## src/rtl/cxs_pkg.sv

```systemverilog
package cxs_pkg;

  typedef enum logic [1:0] {EK_DATA, EK_LAST, EK_PRUNE, EK_ABORT} ent_kind_e;

  typedef struct packed {
    ent_kind_e   kind;
    logic [2:0]  nbytes;
    logic [31:0] word;
  } ent_t;

  localparam logic [2:0] CN_PRUNE = 3'd4;
  localparam logic [2:0] CN_ABORT = 3'd5;
  localparam logic [2:0] CN_ESC   = 3'd6;
  localparam logic [2:0] CN_IDLE  = 3'd7;

  function automatic logic [31:0] ctl_word(input logic [2:0] num);
    return {5'd0, num, 16'd0, 8'h80};
  endfunction

  function automatic logic is_ctl(input logic [31:0] w);
    return (w[7:0] == 8'h80) && (w[23:8] == 16'd0) && (w[31:27] == 5'd0);
  endfunction

  function automatic logic [31:0] rev_bytes(input logic [31:0] w);
    return {w[7:0], w[15:8], w[23:16], w[31:24]};
  endfunction

  // end-of-frame code number from count of valid bytes (1..4)
  function automatic logic [2:0] eof_num(input logic [2:0] nb);
    return 3'd4 - nb;
  endfunction

  // place a byte into slot idx, slot 0 being bits 31:24
  function automatic logic [31:0] put_byte(input logic [31:0] base,
                                           input logic [1:0] idx,
                                           input logic [7:0] b);
    logic [31:0] r;
    r = base;
    case (idx)
      2'd0: r[31:24] = b;
      2'd1: r[23:16] = b;
      2'd2: r[15:8]  = b;
      default: r[7:0] = b;
    endcase
    return r;
  endfunction

endpackage

```

## src/rtl/cxs_packer.sv

```systemverilog
module cxs_packer
  import cxs_pkg::*;
#(
  parameter int MAX_WORDS = 16
) (
  input  logic       clk,
  input  logic       rst_n,
  input  logic       flush,
  input  logic       in_valid,
  input  logic [7:0] in_data,
  input  logic       in_sof,
  input  logic       in_eof,
  input  logic       in_abort,
  input  logic       in_ready,
  output logic       push,
  output ent_t       push_ent
);
  localparam int WCW = $clog2(MAX_WORDS + 1);

  typedef enum logic [1:0] {PK_WAIT, PK_FILL, PK_DROP} pk_e;

  pk_e            st_q;
  logic [31:0]    acc_q;
  logic [1:0]     bcnt_q;
  logic [WCW-1:0] wcnt_q;

  logic           take, start, fbyte, wdone, abort_push, last_slot, ev_prune;
  logic [1:0]     cur_b;
  logic [WCW-1:0] cur_w;
  logic [31:0]    word_now;

  assign take       = in_valid && in_ready && !flush;
  assign start      = take && (st_q == PK_WAIT) && in_sof && !in_abort;
  assign fbyte      = take && !in_abort && ((st_q == PK_FILL) || start);
  assign cur_b      = start ? 2'd0 : bcnt_q;
  assign cur_w      = start ? '0 : wcnt_q;
  assign word_now   = put_byte(start ? 32'd0 : acc_q, cur_b, in_data);
  assign last_slot  = (cur_w == WCW'(MAX_WORDS - 1));
  assign wdone      = fbyte && ((cur_b == 2'd3) || in_eof);
  assign abort_push = take && in_abort && (st_q == PK_FILL);
  assign ev_prune   = wdone && !in_eof && last_slot;
  assign push       = wdone || abort_push;

  always_comb begin
    push_ent = '0;
    if (abort_push) begin
      push_ent.kind   = EK_ABORT;
      push_ent.nbytes = 3'd0;
      push_ent.word   = 32'd0;
    end else if (in_eof) begin
      push_ent.kind   = EK_LAST;
      push_ent.nbytes = {1'b0, cur_b} + 3'd1;
      push_ent.word   = word_now;
    end else begin
      push_ent.kind   = last_slot ? EK_PRUNE : EK_DATA;
      push_ent.nbytes = 3'd4;
      push_ent.word   = word_now;
    end
  end

  always_ff @(posedge clk) begin
    if (!rst_n || flush) begin
      st_q   <= PK_WAIT;
      acc_q  <= '0;
      bcnt_q <= '0;
      wcnt_q <= '0;
    end else if (take && in_abort) begin
      st_q <= PK_WAIT;
    end else if (fbyte) begin
      if (wdone) begin
        acc_q  <= '0;
        bcnt_q <= '0;
        wcnt_q <= cur_w + 1'b1;
        st_q   <= in_eof ? PK_WAIT : (ev_prune ? PK_DROP : PK_FILL);
      end else begin
        acc_q  <= word_now;
        bcnt_q <= cur_b + 2'd1;
        wcnt_q <= cur_w;
        st_q   <= PK_FILL;
      end
    end else if (take && (st_q == PK_DROP) && in_eof) begin
      st_q <= PK_WAIT;
    end
  end

  p_frame_bound_r6: assert property (@(posedge clk) disable iff (!rst_n)
    (st_q == PK_FILL) |-> (wcnt_q < WCW'(MAX_WORDS)));

  p_prune_drops_r6: assert property (@(posedge clk) disable iff (!rst_n)
    ev_prune |=> (st_q == PK_DROP) || $past(flush));

endmodule

```

## src/rtl/cxs_fifo.sv

```systemverilog
module cxs_fifo
  import cxs_pkg::*;
#(
  parameter int DEPTH = 8
) (
  input  logic                         clk,
  input  logic                         rst_n,
  input  logic                         flush,
  input  logic                         push,
  input  ent_t                         wdata,
  input  logic                         pop,
  output ent_t                         rdata,
  output logic                         full,
  output logic                         empty,
  output logic [$clog2(DEPTH+1)-1:0]   fill
);
  localparam int AW = (DEPTH > 1) ? $clog2(DEPTH) : 1;
  localparam int CW = $clog2(DEPTH + 1);

  ent_t          mem [DEPTH];
  logic [AW-1:0] wp_q, rp_q;
  logic [CW-1:0] cnt_q;
  logic          do_push, do_pop;

  function automatic logic [AW-1:0] ptr_inc(input logic [AW-1:0] p);
    return (p == AW'(DEPTH - 1)) ? '0 : p + 1'b1;
  endfunction

  assign full    = (cnt_q == CW'(DEPTH));
  assign empty   = (cnt_q == '0);
  assign fill    = cnt_q;
  assign rdata   = mem[rp_q];
  assign do_push = push && !full && !flush;
  assign do_pop  = pop && !empty && !flush;

  always_ff @(posedge clk) begin
    if (do_push) mem[wp_q] <= wdata;
  end

  always_ff @(posedge clk) begin
    if (!rst_n || flush) begin
      wp_q  <= '0;
      rp_q  <= '0;
      cnt_q <= '0;
    end else begin
      if (do_push) wp_q <= ptr_inc(wp_q);
      if (do_pop)  rp_q <= ptr_inc(rp_q);
      cnt_q <= cnt_q + CW'(do_push) - CW'(do_pop);
    end
  end

  p_no_overflow_r11: assert property (@(posedge clk) disable iff (!rst_n)
    (full && !flush) |-> !push);

  p_no_underflow_r7: assert property (@(posedge clk) disable iff (!rst_n)
    empty |-> !pop);

endmodule

```

## src/rtl/cxs_reader.sv

```systemverilog
module cxs_reader
  import cxs_pkg::*;
(
  input  logic        clk,
  input  logic        rst_n,
  input  logic        flush,
  input  logic        swap_en,
  input  logic        rd_en,
  input  ent_t        head,
  input  logic        present,
  output logic        pop,
  output logic [31:0] rd_data,
  output logic        ev_escape,
  output logic        ev_code
);
  typedef enum logic [1:0] {RS_HEAD, RS_TAIL, RS_RAW} rs_e;

  rs_e         st_q, st_d;
  logic [31:0] body;
  logic        take;

  assign body = swap_en ? rev_bytes(head.word) : head.word;
  assign take = rd_en && !flush;

  always_comb begin
    rd_data   = ctl_word(CN_IDLE);
    pop       = 1'b0;
    st_d      = st_q;
    ev_escape = 1'b0;
    ev_code   = 1'b0;
    if (present) begin
      if (st_q == RS_RAW) begin
        rd_data = body;
        pop     = take;
      end else if (st_q == RS_HEAD && head.kind == EK_ABORT) begin
        rd_data = ctl_word(CN_ABORT);
        pop     = take;
      end else if (st_q == RS_HEAD && head.kind == EK_LAST) begin
        rd_data = ctl_word(eof_num(head.nbytes));
        ev_code = 1'b1;
        if (take) st_d = RS_TAIL;
      end else if (st_q == RS_HEAD && head.kind == EK_PRUNE) begin
        rd_data = ctl_word(CN_PRUNE);
        ev_code = 1'b1;
        if (take) st_d = RS_TAIL;
      end else if (is_ctl(body)) begin
        rd_data   = ctl_word(CN_ESC);
        ev_escape = 1'b1;
        if (take) st_d = RS_RAW;
      end else begin
        rd_data = body;
        pop     = take;
      end
    end
    if (pop) st_d = RS_HEAD;
  end

  always_ff @(posedge clk) begin
    if (!rst_n || flush) st_q <= RS_HEAD;
    else                 st_q <= st_d;
  end

  p_notready_r1: assert property (@(posedge clk) disable iff (!rst_n)
    !present |-> (rd_data == 32'h07000080));

  p_escape_raw_r4: assert property (@(posedge clk) disable iff (!rst_n)
    (rd_en && !flush && ev_escape) |=> (present && is_ctl(rd_data)));

  p_code_tail_r3: assert property (@(posedge clk) disable iff (!rst_n)
    (rd_en && !flush && ev_code) |=> present);

endmodule

```

## src/rtl/cpu_xtr_stream.sv

```systemverilog
module cpu_xtr_stream
  import cxs_pkg::*;
#(
  parameter int FIFO_DEPTH = 8,
  parameter int MAX_WORDS  = 16
) (
  input  logic        clk,
  input  logic        rst_n,
  input  logic        in_valid,
  input  logic [7:0]  in_data,
  input  logic        in_sof,
  input  logic        in_eof,
  input  logic        in_abort,
  output logic        in_ready,
  input  logic        rd_en,
  output logic [31:0] rd_data,
  output logic        data_present,
  input  logic        swap_en,
  input  logic        flush
);
  localparam int CW = $clog2(FIFO_DEPTH + 1);

  logic          push, pop, full, empty, ev_escape, ev_code;
  ent_t          push_ent, head;
  logic [CW-1:0] fill;

  assign in_ready     = !full || flush;
  assign data_present = !empty;

  cxs_packer #(.MAX_WORDS(MAX_WORDS)) u_pack (
    .clk(clk), .rst_n(rst_n), .flush(flush),
    .in_valid(in_valid), .in_data(in_data), .in_sof(in_sof),
    .in_eof(in_eof), .in_abort(in_abort), .in_ready(in_ready),
    .push(push), .push_ent(push_ent)
  );

  cxs_fifo #(.DEPTH(FIFO_DEPTH)) u_fifo (
    .clk(clk), .rst_n(rst_n), .flush(flush),
    .push(push), .wdata(push_ent), .pop(pop), .rdata(head),
    .full(full), .empty(empty), .fill(fill)
  );

  cxs_reader u_rd (
    .clk(clk), .rst_n(rst_n), .flush(flush), .swap_en(swap_en),
    .rd_en(rd_en), .head(head), .present(!empty), .pop(pop),
    .rd_data(rd_data), .ev_escape(ev_escape), .ev_code(ev_code)
  );

  p_flush_empties_r9: assert property (@(posedge clk) disable iff (!rst_n)
    flush |=> !data_present);

  p_idle_read_r1: assert property (@(posedge clk) disable iff (!rst_n)
    (rd_en && !data_present && !flush) |=>
      (fill == $past(fill) + CW'($past(push))));

endmodule

```

## config.mk

```make
export PLATFORM = sky130hd
export DESIGN_NAME = cpu_xtr_stream
export DESIGN_NICKNAME = d
export VERILOG_FILES = /design/src/rtl/cxs_pkg.sv /design/src/rtl/cxs_packer.sv /design/src/rtl/cxs_fifo.sv /design/src/rtl/cxs_reader.sv /design/src/rtl/cpu_xtr_stream.sv
export SDC_FILE = /design/constraint.sdc
export NUM_CORES = 1
export LEC_CHECK = 0
export ABC_AREA = 0
export ABC_CLOCK_PERIOD_IN_PS = 5650
export BUFFER_PORTS_ARGS = -buffer_cell sky130_fd_sc_hd__clkbuf_2
export CORE_MARGIN = 1
export CORE_UTILIZATION = 56
export DETAILED_ROUTE_END_ITERATION = 8
export PLACE_DENSITY = 0.73
export SLEW_MARGIN = 20
export SYNTH_ARGS = -nofsm -noshare
export SYNTH_HDL_FRONTEND = slang
export SYNTH_SLANG_ARGS = --single-unit
```

## constraint.sdc

```tcl
create_clock -name clk -period 5.65 [get_ports clk]
set_input_delay 1.13 -clock clk [delete_from_list [all_inputs] [get_ports clk]]
set_output_delay 1.13 -clock clk [all_outputs]
set_load 0.1 [all_outputs]
```

Yosys cells after proc, flatten, opt, wreduce, memory -nomap -nowiden. Memory sizes are Yosys's and may differ from the RTL's. A register that Yosys moved wholly into a read port is not among the register bits. Cells that the tools add are included. Widths: inputs -> output; s select.

Equal/unequal tests: 14. Multiplexer cells: 42. Reduce and logical (&&, ||, !) cells: 49. Add/subtract/negate cells: 8. Bitwise operators: 4.

Operators by type and width (number): $mux 32 (9); $mux 37 (2); $mux 8 (4); $mux 2 (13); $logic_and 1x1->1 (24); $logic_not 16->1 (1); $eq 2x2->1 const B (6); $mux 3 (4); $mux 5 (2); $eq 8x8->1 const B (1); $mux 1 (8); $add 3x1->3 const B (2); $eq 2x1->1 const B (3); $eq 3x3->1 const B (2); $logic_not 1->1 (6); $logic_not 2->1 (3); $reduce_bool 3->1 (2); $add 5x1->5 const B (1); $eq 5x4->1 const B (1); $logic_not 5->1 (1); $logic_or 1x1->1 (5); $reduce_and 5->1 (1); $add 4x1->4 (1); $eq 4x4->1 const B (1); other kinds (10) (14).

Memories: 1. Bits in writable memories: 296. Word-level logic and storage cells: 126. Input port bits: 17. Register bits after elaboration: 53.

Memories: u_fifo.mem (words 8, bits a word 37, rd ports 1, clocked after memory_dff 1, write ports 1, RTL line cxs_fifo.sv:20) `ent_t mem [DEPTH];`.

Logic depth before layout (Yosys ltp). Gate-level depths: netlist of the first run.

Depth after elaboration: 18. Mapped depth: 18.

Hierarchy. From an unflattened synthesis of the first run, not the netlist that was laid out.

Cell total of the unflattened synthesis: 919. Area, all modules: 15073.2 µm².

Modules (own cells, without submodules): cxs_fifo (cells an instance 505, area an instance 11822.6 µm², seq. area each 9148.8 µm², instances 1); cxs_packer (cells an instance 266, area an instance 2248.4 µm², seq. area each 820.8 µm², instances 1); cxs_reader (cells an instance 146, area an instance 992.2 µm², seq. area each 40.0 µm², instances 1); cpu_xtr_stream (cells an instance 2, area an instance 10.0 µm², seq. area each 0.0 µm², instances 1).

Worst setup path before layout of the first run. Ideal clock, no wire load.

Kind: input to output. From: input port swap_en. To: output port rd_data[21]. Arrival: 6927 ps. Setup slack: -2407 ps. Data required time: 4520 ps. Stages on the path: 8. Cell sequence: inv_1 > mux2_2 > and4b_1 > o2111ai_2 > a21oi_2 > buf_6 > buf_8 > a2111oi_0.

Cells in the longest elaborated chain, start to end: 10. Elaborated cells between the ends (all ways): 12. Those cells by class: eq/ne (1); mux (7); reduce/logical (4).

Ends and longest elaborated chain: start, declared (RTL line cpu_xtr_stream.sv:18) `input logic swap_en,`; $mux 32 * (RTL line cxs_reader.sv:22) `assign body = swap_en ? rev_bytes(head.word) : head.word;`; $eq 8x8->1 / $logic_not 16->1 (equally long branches) (RTL line cxs_pkg.sv:21) `return (w[7:0] == 8'h80) && (w[23:8] == 16'd0) && (w[31:27] == 5'd0);`; $logic_and 1x1->1 (2 in series) (RTL line cxs_pkg.sv:21); $mux 32 (RTL line cxs_reader.sv:46) `end else if (is_ctl(body)) begin`; $mux 32 (RTL line cxs_reader.sv:42) `end else if (st_q == RS_HEAD && head.kind == EK_PRUNE) begin`; $mux 32 (RTL line cxs_reader.sv:38) `end else if (st_q == RS_HEAD && head.kind == EK_LAST) begin`; $mux 32 (RTL line cxs_reader.sv:35) `end else if (st_q == RS_HEAD && head.kind == EK_ABORT) begin`; $mux 32 * (RTL line cxs_reader.sv:32) `if (st_q == RS_RAW) begin`; $mux 32 * (RTL line cxs_reader.sv:31) `if (present) begin`; end, declared (RTL line cpu_xtr_stream.sv:16) `output logic [31:0] rd_data,`.

Every way passes the cells marked *; elsewhere a longest branch is shown, timed or not.

==> results of run 1 <==
[synthesized netlist by cell type (8+ instances only)]
| library cell | n | share of area (%) |
|---|---|---|
| o21ai_0 | 8 | 0.27 |
| and2_1 | 21 | 0.88 |
| mux2i_1 | 33 | 2.2 |
| a21oi_1 | 46 | 1.5 |
| nor3_1 | 11 | 0.37 |
| inv_1 | 13 | 0.33 |
| clkbuf_1 | 32 | 0.80 |
| nor2_1 | 133 | 3.3 |
| mux2_2 | 12 | 0.90 |
| mux4_1 | 11 | 1.9 |
| nand2_1 | 57 | 1.4 |
| mux4_2 | 61 | 9.2 |
| nand2b_1 | 12 | 0.50 |
| dfxtp_1 | 56 | 7.5 |
| a2111oi_0 | 24 | 1.4 |
| and3_1 | 13 | 0.54 |
| a22oi_1 | 26 | 1.3 |
| edfxtp_1 | 296 | 59 |
| ha_1 | 17 | 1.4 |
| buf_2 | 14 | 0.47 |
[metal layers]
layer | up-vias | track usage, %
met5 | - | 0
met4 | 0 | 6.32
met3 | 42 | 4.20
met2 | 375 | 39.7
met1 | 4309 | 36.6
li1 | 3853 | -
[per-stage QoR]
stage	total power, W	hold WS [ps]	std cells
finish	0.00514	458	1386
floorplan	0.00290	421	972
global placement	0.00293	434	1323
CTS	0.00517	456	1386
detailed placement	0.00294	440	1323
global route	0.00526	466	1386
[cell families (layout without fill, tap and decap cells)]
logic type / after synthesis / in the layout / share of synthesized area [%]
flops: 352 / 352 / 67.0
simple gates: 283 / 283 / 8.87
compound gates: 122 / 122 / 5.50
mux: 117 / 117 / 14.2
buf+inv: 73 / 152 / 2.42
fa+ha+maj: 18 / 18 / 1.56
xor+xnor: 7 / 7 / 0.410
[state kept, by name, indices dropped and copies added (netlist names), named ones only]
| register | count |
|---|---|
| u_fifo.mem | 296 |
| u_pack.acc_q | 32 |
| u_pack.wcnt_q | 5 |
| u_fifo.fill | 4 |
| u_fifo.rp_q | 3 |
| u_fifo.wp_q | 3 |
| u_pack.bcnt_q | 2 |
| u_pack.st_q | 2 |
| u_rd.st_q | 2 |
[power breakdown]
group	internal, W	total, W	switching (W)
logic	0.0000236	0.0000922	0.0000686
registers	0.00279	0.00279	0.00000152
clock network	0.00133	0.00226	0.000926
[layout make-up]
cell class | count | area (um^2) | share of cell area [%]
flip-flops and latches | 352 | 10000 | 58.1
multi-input cells | 547 | 4720 | 27.4
clock buffers | 53 | 1050 | 6.07
repair buffers | 75 | 911 | 5.28
well taps | 335 | 419 | 2.43
clock inverters | 10 | 83.8 | 0.486
inverters | 14 | 52.6 | 0.305
[worst max-delay path, cell delays in order, from the launching register on]
cell       delay [ps]
dfxtp_4           550
buf_4             310
buf_4             280
mux4_2            550
mux2i_1           330
nand2_1           170
nand2b_1          160
a21oi_2            60
buf_4             240
a2111oi_1         730
buf_12            260
[worst max-delay path by stage]
| stage | cells past startpoint | slack (ps) | end |
|---|---|---|---|
| 3_5_place_dp | 13 | 840 | u_fifo.mem[2][23]$_DFFE_PP_ |
| 2_1_floorplan | 8 | -1060 | rd_data[21] |
| 4_1_cts | 10 | 300 | rd_data[21] |
| 5_1_grt | 10 | 110 | rd_data[21] |
| 3_3_place_gp | 10 | 890 | rd_data[21] |
| 6_report | 10 | 340 | rd_data[21] |
==> flow_summary.ini, run 1 <==
[run_status]
status = finished with violations
violations = DRC

[timing]
relSlewSlack_pct = 26.1
setup_violations = 0
slew_violations = 0
fin_crit_sh_pct = 94.0
fmax_mhz = 188
setup-tns-final_ps = 0
hold_viol_final = 0
fin_crit_ps = 5310
skew_ps = 11.8
rsz0062_at_grt = no
finalWorstSetupSlack_ps = 337
worstMarginPinSlew_ps = 1100

[cells_and_area]
final_area_mm2 = 0.0173
drive_gt1_share_pct = 21.9
layout_commonest_cell = edfxtp_1
utilization_pct = 66.0
nets = 1060
diodes = 0
area_growth_pct = 15.5
layout_common_cells = edfxtp_1, nor2_1, mux4_2, nand2_1, dfxtp_1
fillers = 1765

[global_routing]
grt_overflow = 0
grt_max_degree = 38
first_global_vias = 8409
grt_first_pass_wirelength_um = 49700
track_usage_pct = 25.1
antenna_found_initial = 0

[critical_path]
crit_path_max_fanout = 29
r2r_slack_ps = 1300
required_ps = 4520
critical_path.startpoint_type = register
reg2reg_to = u_fifo.fill[2]$_SDFF_PP0_
arrival_ps = 4180
worst-setup-path-type = register to output pin
reg2reg_depth = 13
end_kind = output pin

[drt]
met1Wirelength_um = 14200
postRouteAntennaNets = 0
routed.top_layer = met4
routed_wl_um = 33000
dr.pass1.iters = 7
drt_iter0_drc = 955
wl_met3_um = 2530
wl_met2_um = 15700
vias = 8579
avgRoutedWirePerCell_um = 23.8
drc = 16
via_per_inst = 6.19

[clocking]
cts.clk_slew.worst_paths_ps = 60
worstSkewPairLatency_ps = 510
cts_buffers = 35
root_buffer = clkbuf_16
cts.path.max_buffers = 3
cts.sinks = 352
cts_setup_buffers = 0
cts_tree = done
cts_resized = 0
cts_max_level = 2
hold_buffers = 0

[placement]
port_buffers = 50
placed_cell_area_mm2 = 0.0161
gp_congestion = 0.856
place_ws_ps = 836
post-dp-hpwl_um = 20000

[synth]
syn_inst = 972
synth_area_per_cell_um2 = 15.4
yosysWarnings = 0
yosys_register_bits = 352
synth_nets = 1007
synth_edf_count = 296
ys_seq_area_share_pct = 67.0
syn_area_mm2 = 0.0149
ys_types = 58
async_reset_ff_share_pct = 0
synth_flop_cell = edfxtp_1

[floorplan]
core_mm2 = 0.0261
start_util_pct = 57.2
num_rows = 59
fp.dieH_um = 165
dieArea_mm2 = 0.0273
fp.dieW_um = 165
ios = 51

[power]
powerDensity_mw_per_mm2 = 298
leakagePower_nw = 5.39
ir_drop_uv = 190

[hold_path]
min_to = u_pack.acc_q[3]$_SDFFE_PP0P_
hp-class = register to register
min_from = u_pack.acc_q[3]$_SDFFE_PP0P_
hold_depth = 1

[job]
maxCapViolations = 0
Power figures use the tool's default switching activity.
==> inputs of run 2 (changes only) <==
- CORE_UTILIZATION: 56 -> 55
- MAX_ROUTING_LAYER: not set -> met4
- PLACE_DENSITY: 0.73 -> 0.72
==> flow_summary.ini, run 2 (synthesized netlist as in run 1, its figures left out) <==
[hold_path]
min_to = u_pack.acc_q[3]$_SDFFE_PP0P_
hold_depth = 1
hp-class = register to register
min_from = u_pack.acc_q[3]$_SDFFE_PP0P_

[critical_path]
worst-setup-path-type = register to output pin
reg2reg_to = u_fifo.fill[2]$_SDFF_PP0_
cp_cell_sequence = mux4_2 -> mux2i_1 -> nand4_1 -> nor4_4 -> o2111ai_2 -> a21oi_2 -> buf_4 -> o31a_1 -> buf_12
end_kind = output pin
crit_family = multiplexers
critical-path-slowest-cell = dfxtp_4
crit_path_max_fanout = 29
r2r_slack_ps = 1190
arrival_ps = 4310
reg2reg_depth = 12
slowest_delay_ps = 700
critical_path.startpoint_type = register
crit_buf_inv = 2
required_ps = 4520

[timing]
fmax_mhz = 184
relSlewSlack_pct = 37.8
setup-tns-final_ps = 0
fin_crit_ps = 5440
rsz0062_at_grt = no
worstMarginPinSlew_ps = 925
fin_crit_sh_pct = 96.2
setup_violations = 0
hold_viol_final = 0
skew_ps = 18.7
slew_violations = 0
timing.hold.ws_ps = 452

[placement]
post-dp-hpwl_um = 19600
dp_cells = 1322
gp_congestion = 0.835
port_buffers = 50

[clocking]
cts_max_level = 2
cts_setup_buffers = 0
root_buffer = clkbuf_16
cts_resized = 0
cts.path.max_buffers = 3
cts.sinks = 352
cts.clk_slew.worst_paths_ps = 60
hold_buffers = 0
worstSkewPairLatency_ps = 520
cts_tree = done
cts_buffers = 36

[cells_and_area]
drive_gt1_share_pct = 21.9
layout_common_cells = edfxtp_1, nor2_1, mux4_2, nand2_1, dfxtp_1
utilization_pct = 65.5
fin_cells = 1385
largest_reg_flops = 296
area_growth_pct = 15.6
diodes = 0
top_register = u_fifo.mem
multi_input_area_mm2 = 0.00472
fillers = 1780
top_regs = u_fifo.mem x296, u_pack.acc_q x32, u_pack.wcnt_q x5
nets = 1060
final-seq-area_mm2 = 0.0100
layout_commonest_cell = edfxtp_1

[drt]
avgRoutedWirePerCell_um = 23.9
routed_wl_um = 33200
vias = 8618
via_per_inst = 6.22
postRouteAntennaNets = 0
dr.pass1.iters = 5
drt_iter0_drc = 984
drc = 0

[global_routing]
first_global_vias = 8446
track_usage_pct = 25.1
antenna_found_initial = 0
grt_first_pass_wirelength_um = 50500
grt_overflow = 0
grt_max_degree = 40

[floorplan]
start_util_pct = 56.7
num_rows = 59
fp.dieW_um = 167
core_mm2 = 0.0264
dieArea_mm2 = 0.0278
fp.dieH_um = 167
ios = 51

[job]
maxCapViolations = 0

[run_status]
status = finished, final reports clean

[power]
powerDensity_mw_per_mm2 = 299
ir_drop_uv = 244
leakagePower_nw = 5.40
==> run 2: changes by cell type in the layout (fill, tap and decap cells not counted) <==
cell	before	now
clkbuf_8	4	5
inv_6	1	0
clkinv_8	0	1
clkinvlp_4	2	1
clkbuf_1	11	10
clkbuf_2	21	20
clkinv_4	1	2
==> run 2: worst max path at each step <==
stage | startpoint | endpoint | slack, ps | cells past startpoint
detailed placement | register | rd_data[26] | 750 | 9
CTS | register | rd_data[26] | 190 | 9
global placement | register | rd_data[8] | 760 | 10
global route | register | rd_data[10] | 1 | 10
finish | register | rd_data[26] | 210 | 9
floorplan | swap_en | rd_data[21] | -1060 | 8
==> run 2: worst reg2reg max path, delay by kind of cell, from the launching register on <==
family,cells,cell delay [ps]
xor+xnor,1,160
fa+ha+maj,3,920
mux,2,1180
flops,1,700
buf+inv,1,40
simple gates,3,780
compound gates,2,570
==> run 2: metal layers <==
layer	part of all wire [%]	GRT usage, %	up-vias	wire length, um
li1	-	-	3864	-
met1	43	35.3	4340	14300
met2	47	38.6	372	15700
met3	7.8	4.40	42	2590
met4	1.5	5.64	0	512
met5	0	-	-	0
==> run 2: area by class of cell <==
class / instances / share of cell area (%)
Sequential cell: 352 / 58.0
Clock buffer: 53 / 6.12
Inverter: 14 / 0.304
Timing Repair Buffer: 74 / 5.25
Multi-Input combinational cell: 547 / 27.3
Clock inverter: 10 / 0.536
Tap cell: 335 / 2.43
==> run 2: power by group <==
part,switching [W],leakage [nW],total (W),internal [W]
registers,0.00000157,3.03,0.00279,0.00279
clock network,0.000937,0.558,0.00228,0.00135
logic,0.0000692,1.81,0.0000929,0.0000237
==> run 2: metrics by stage <==
step                worst slack [ps]  power, W  area [um^2]
floorplan                      -1060   0.00290        15000
global placement                 755   0.00294        16100
detailed placement               754   0.00294        16100
CTS                              190   0.00519        17300
global route                    1.45   0.00530        17300
finish                           213   0.00517        17300
==> inputs of run 3 (changes only) <==
- ABC_CLOCK_PERIOD_IN_PS: 5650 -> not set
- CORE_UTILIZATION: 55 -> 30
- PLACE_DENSITY: 0.72 -> 0.43
- TNS_END_PERCENT: not set -> 5
==> flow_summary.ini, run 3 (synthesized netlist as in run 1, its figures left out) <==
[run_status]
status = finished, final reports clean

[global_routing]
grt_first_pass_wirelength_um = 58800
antenna_found_initial = 1
grt_overflow = 0
grt_max_degree = 38
track_usage_pct = 16.4
first_global_vias = 8806

[timing]
worstMarginPinSlew_ps = 1080
fmax_mhz = 187
timing.hold.ws_ps = 450
hold_viol_final = 0
skew_ps = 16.1
finalWorstSetupSlack_ps = 315
fin_crit_sh_pct = 94.4
setup_violations = 0
relSlewSlack_pct = 27.7
slew_violations = 0
fin_crit_ps = 5340
rsz0062_at_grt = no

[critical_path]
end_kind = output pin
reg2reg_to = u_fifo.fill[2]$_SDFF_PP0_
worst-setup-path-type = register to output pin
required_ps = 4520
r2r_slack_ps = 1260
endpoint = rd_data[26]
reg2reg_depth = 13
crit_path_max_fanout = 29
arrival_ps = 4210
critical_path.startpoint_type = register

[placement]
post-dp-hpwl_um = 24100
gp_congestion = 0.748
dp_cells = 1662
port_buffers = 50
place_ws_ps = 760
placed_cell_area_mm2 = 0.0165

[hold_path]
hold_depth = 1
hp-class = register to register

[cells_and_area]
area_growth_pct = 19.0
top_regs = u_fifo.mem x296, u_pack.acc_q x32, u_pack.wcnt_q x5
layout_common_cells = edfxtp_1, nor2_1, mux4_2, nand2_1, dfxtp_1
top_register = u_fifo.mem
utilization_pct = 36.2
fin_cells = 1737
fillers = 4707
drive_gt1_share_pct = 22.1
largest_reg_flops = 296
nets = 1076
layout_commonest_cell = edfxtp_1
multi_input_area_mm2 = 0.00466
final_area_mm2 = 0.0178
final-seq-area_mm2 = 0.0100

[power]
p_int_w = 0.00419
leakagePower_nw = 5.50
switching_share_pct = 20.7
power_switching_w = 0.00110
p_seq_share_pct = 52.8
powerDensity_mw_per_mm2 = 297
p_comb_share_pct = 1.9
p_clk_share_pct = 45.4
ir_drop_uv = 157

[floorplan]
fp.dieW_um = 225
num_rows = 81
start_util_pct = 30.5
core_mm2 = 0.0491
fp.dieH_um = 225
dieArea_mm2 = 0.0507
ios = 51

[clocking]
worstSkewPairLatency_ps = 550
cts_tree = done
cts.path.max_buffers = 3
cts.clk_slew.worst_paths_ps = 60
cts_buffers = 40
cts_max_level = 2
root_buffer = clkbuf_16
cts.sinks = 352

[drt]
drc = 0
postRouteAntennaNets = 0
vias = 8508
routed_wl_um = 39400
via_per_inst = 4.90
dr.pass1.iters = 4
drt_iter0_drc = 566
avgRoutedWirePerCell_um = 22.7

[job]
maxCapViolations = 0
run 3: layout make-up:
cell class / instances / share of cell area [%]
Clock buffer: 50 / 5.96
Multi-Input combinational cell: 547 / 26.2
Sequential cell: 352 / 56.4
Tap cell: 664 / 4.67
Antenna cell: 1 / 0.0141
Clock inverter: 23 / 0.802
Inverter: 14 / 0.296
Timing Repair Buffer: 86 / 5.66
run 3: how the worst min path moves through the flow:
stage	endpoint	slack, ps	start
detailed placement	u_pack.acc_q[4]$_SDFFE_PP0P_	440	u_pack.acc_q[4]$_SDFFE_PP0P_
CTS	u_pack.acc_q[4]$_SDFFE_PP0P_	450	u_pack.acc_q[4]$_SDFFE_PP0P_
floorplan	u_pack.acc_q[0]$_SDFFE_PP0P_	420	u_pack.acc_q[0]$_SDFFE_PP0P_
global route	u_pack.acc_q[4]$_SDFFE_PP0P_	460	u_pack.acc_q[4]$_SDFFE_PP0P_
finish	u_pack.acc_q[7]$_SDFFE_PP0P_	450	u_pack.acc_q[7]$_SDFFE_PP0P_
global placement	u_pack.acc_q[4]$_SDFFE_PP0P_	430	u_pack.acc_q[4]$_SDFFE_PP0P_
run 3: stage by stage:
stage               total power, W  TNS [ps]
floorplan                  0.00290    -50160
global placement           0.00294         0
detailed placement         0.00295         0
CTS                        0.00537         0
global route               0.00548         0
finish                     0.00529         0
run 3: layer usage:
metal	wire, um	up-vias	GRT usage (%)
li1	-	3903	-
met1	19000	4338	23.1
met2	17700	223	24.2
met3	2210	44	3.48
met4	548	0	3.53
met5	0	-	-
run 3: repair_timing:
action / in CTS / in global routing
endpoints found under the setup margin: 0 / 1
endpoints found under the hold margin: 0 / 0
gates resized for setup: 0 / 0
buffers inserted: 0 / 1
hold buffers: 0 / 0
run 3: power by group through the flow:
stage               Combinational (W)  Clock [W]  Sequential (W)
CTS                         0.0000995    0.00248         0.00279
global route                 0.000108    0.00258         0.00279
detailed placement          0.0000996          0         0.00285
finish                      0.0000987    0.00240         0.00279
floorplan                   0.0000532          0         0.00285
global placement            0.0000990          0         0.00285
run 3: worst max-delay path, cell delays in order (launching register included):
cell and delay, ps:
dfxtp_4 560, buf_12 290, mux4_1 570, mux2_2 320
or4_4 560, nor4_4 220, o2111ai_2 190, a21oi_2 160
buf_4 310, o31a_1 260, buf_12 190
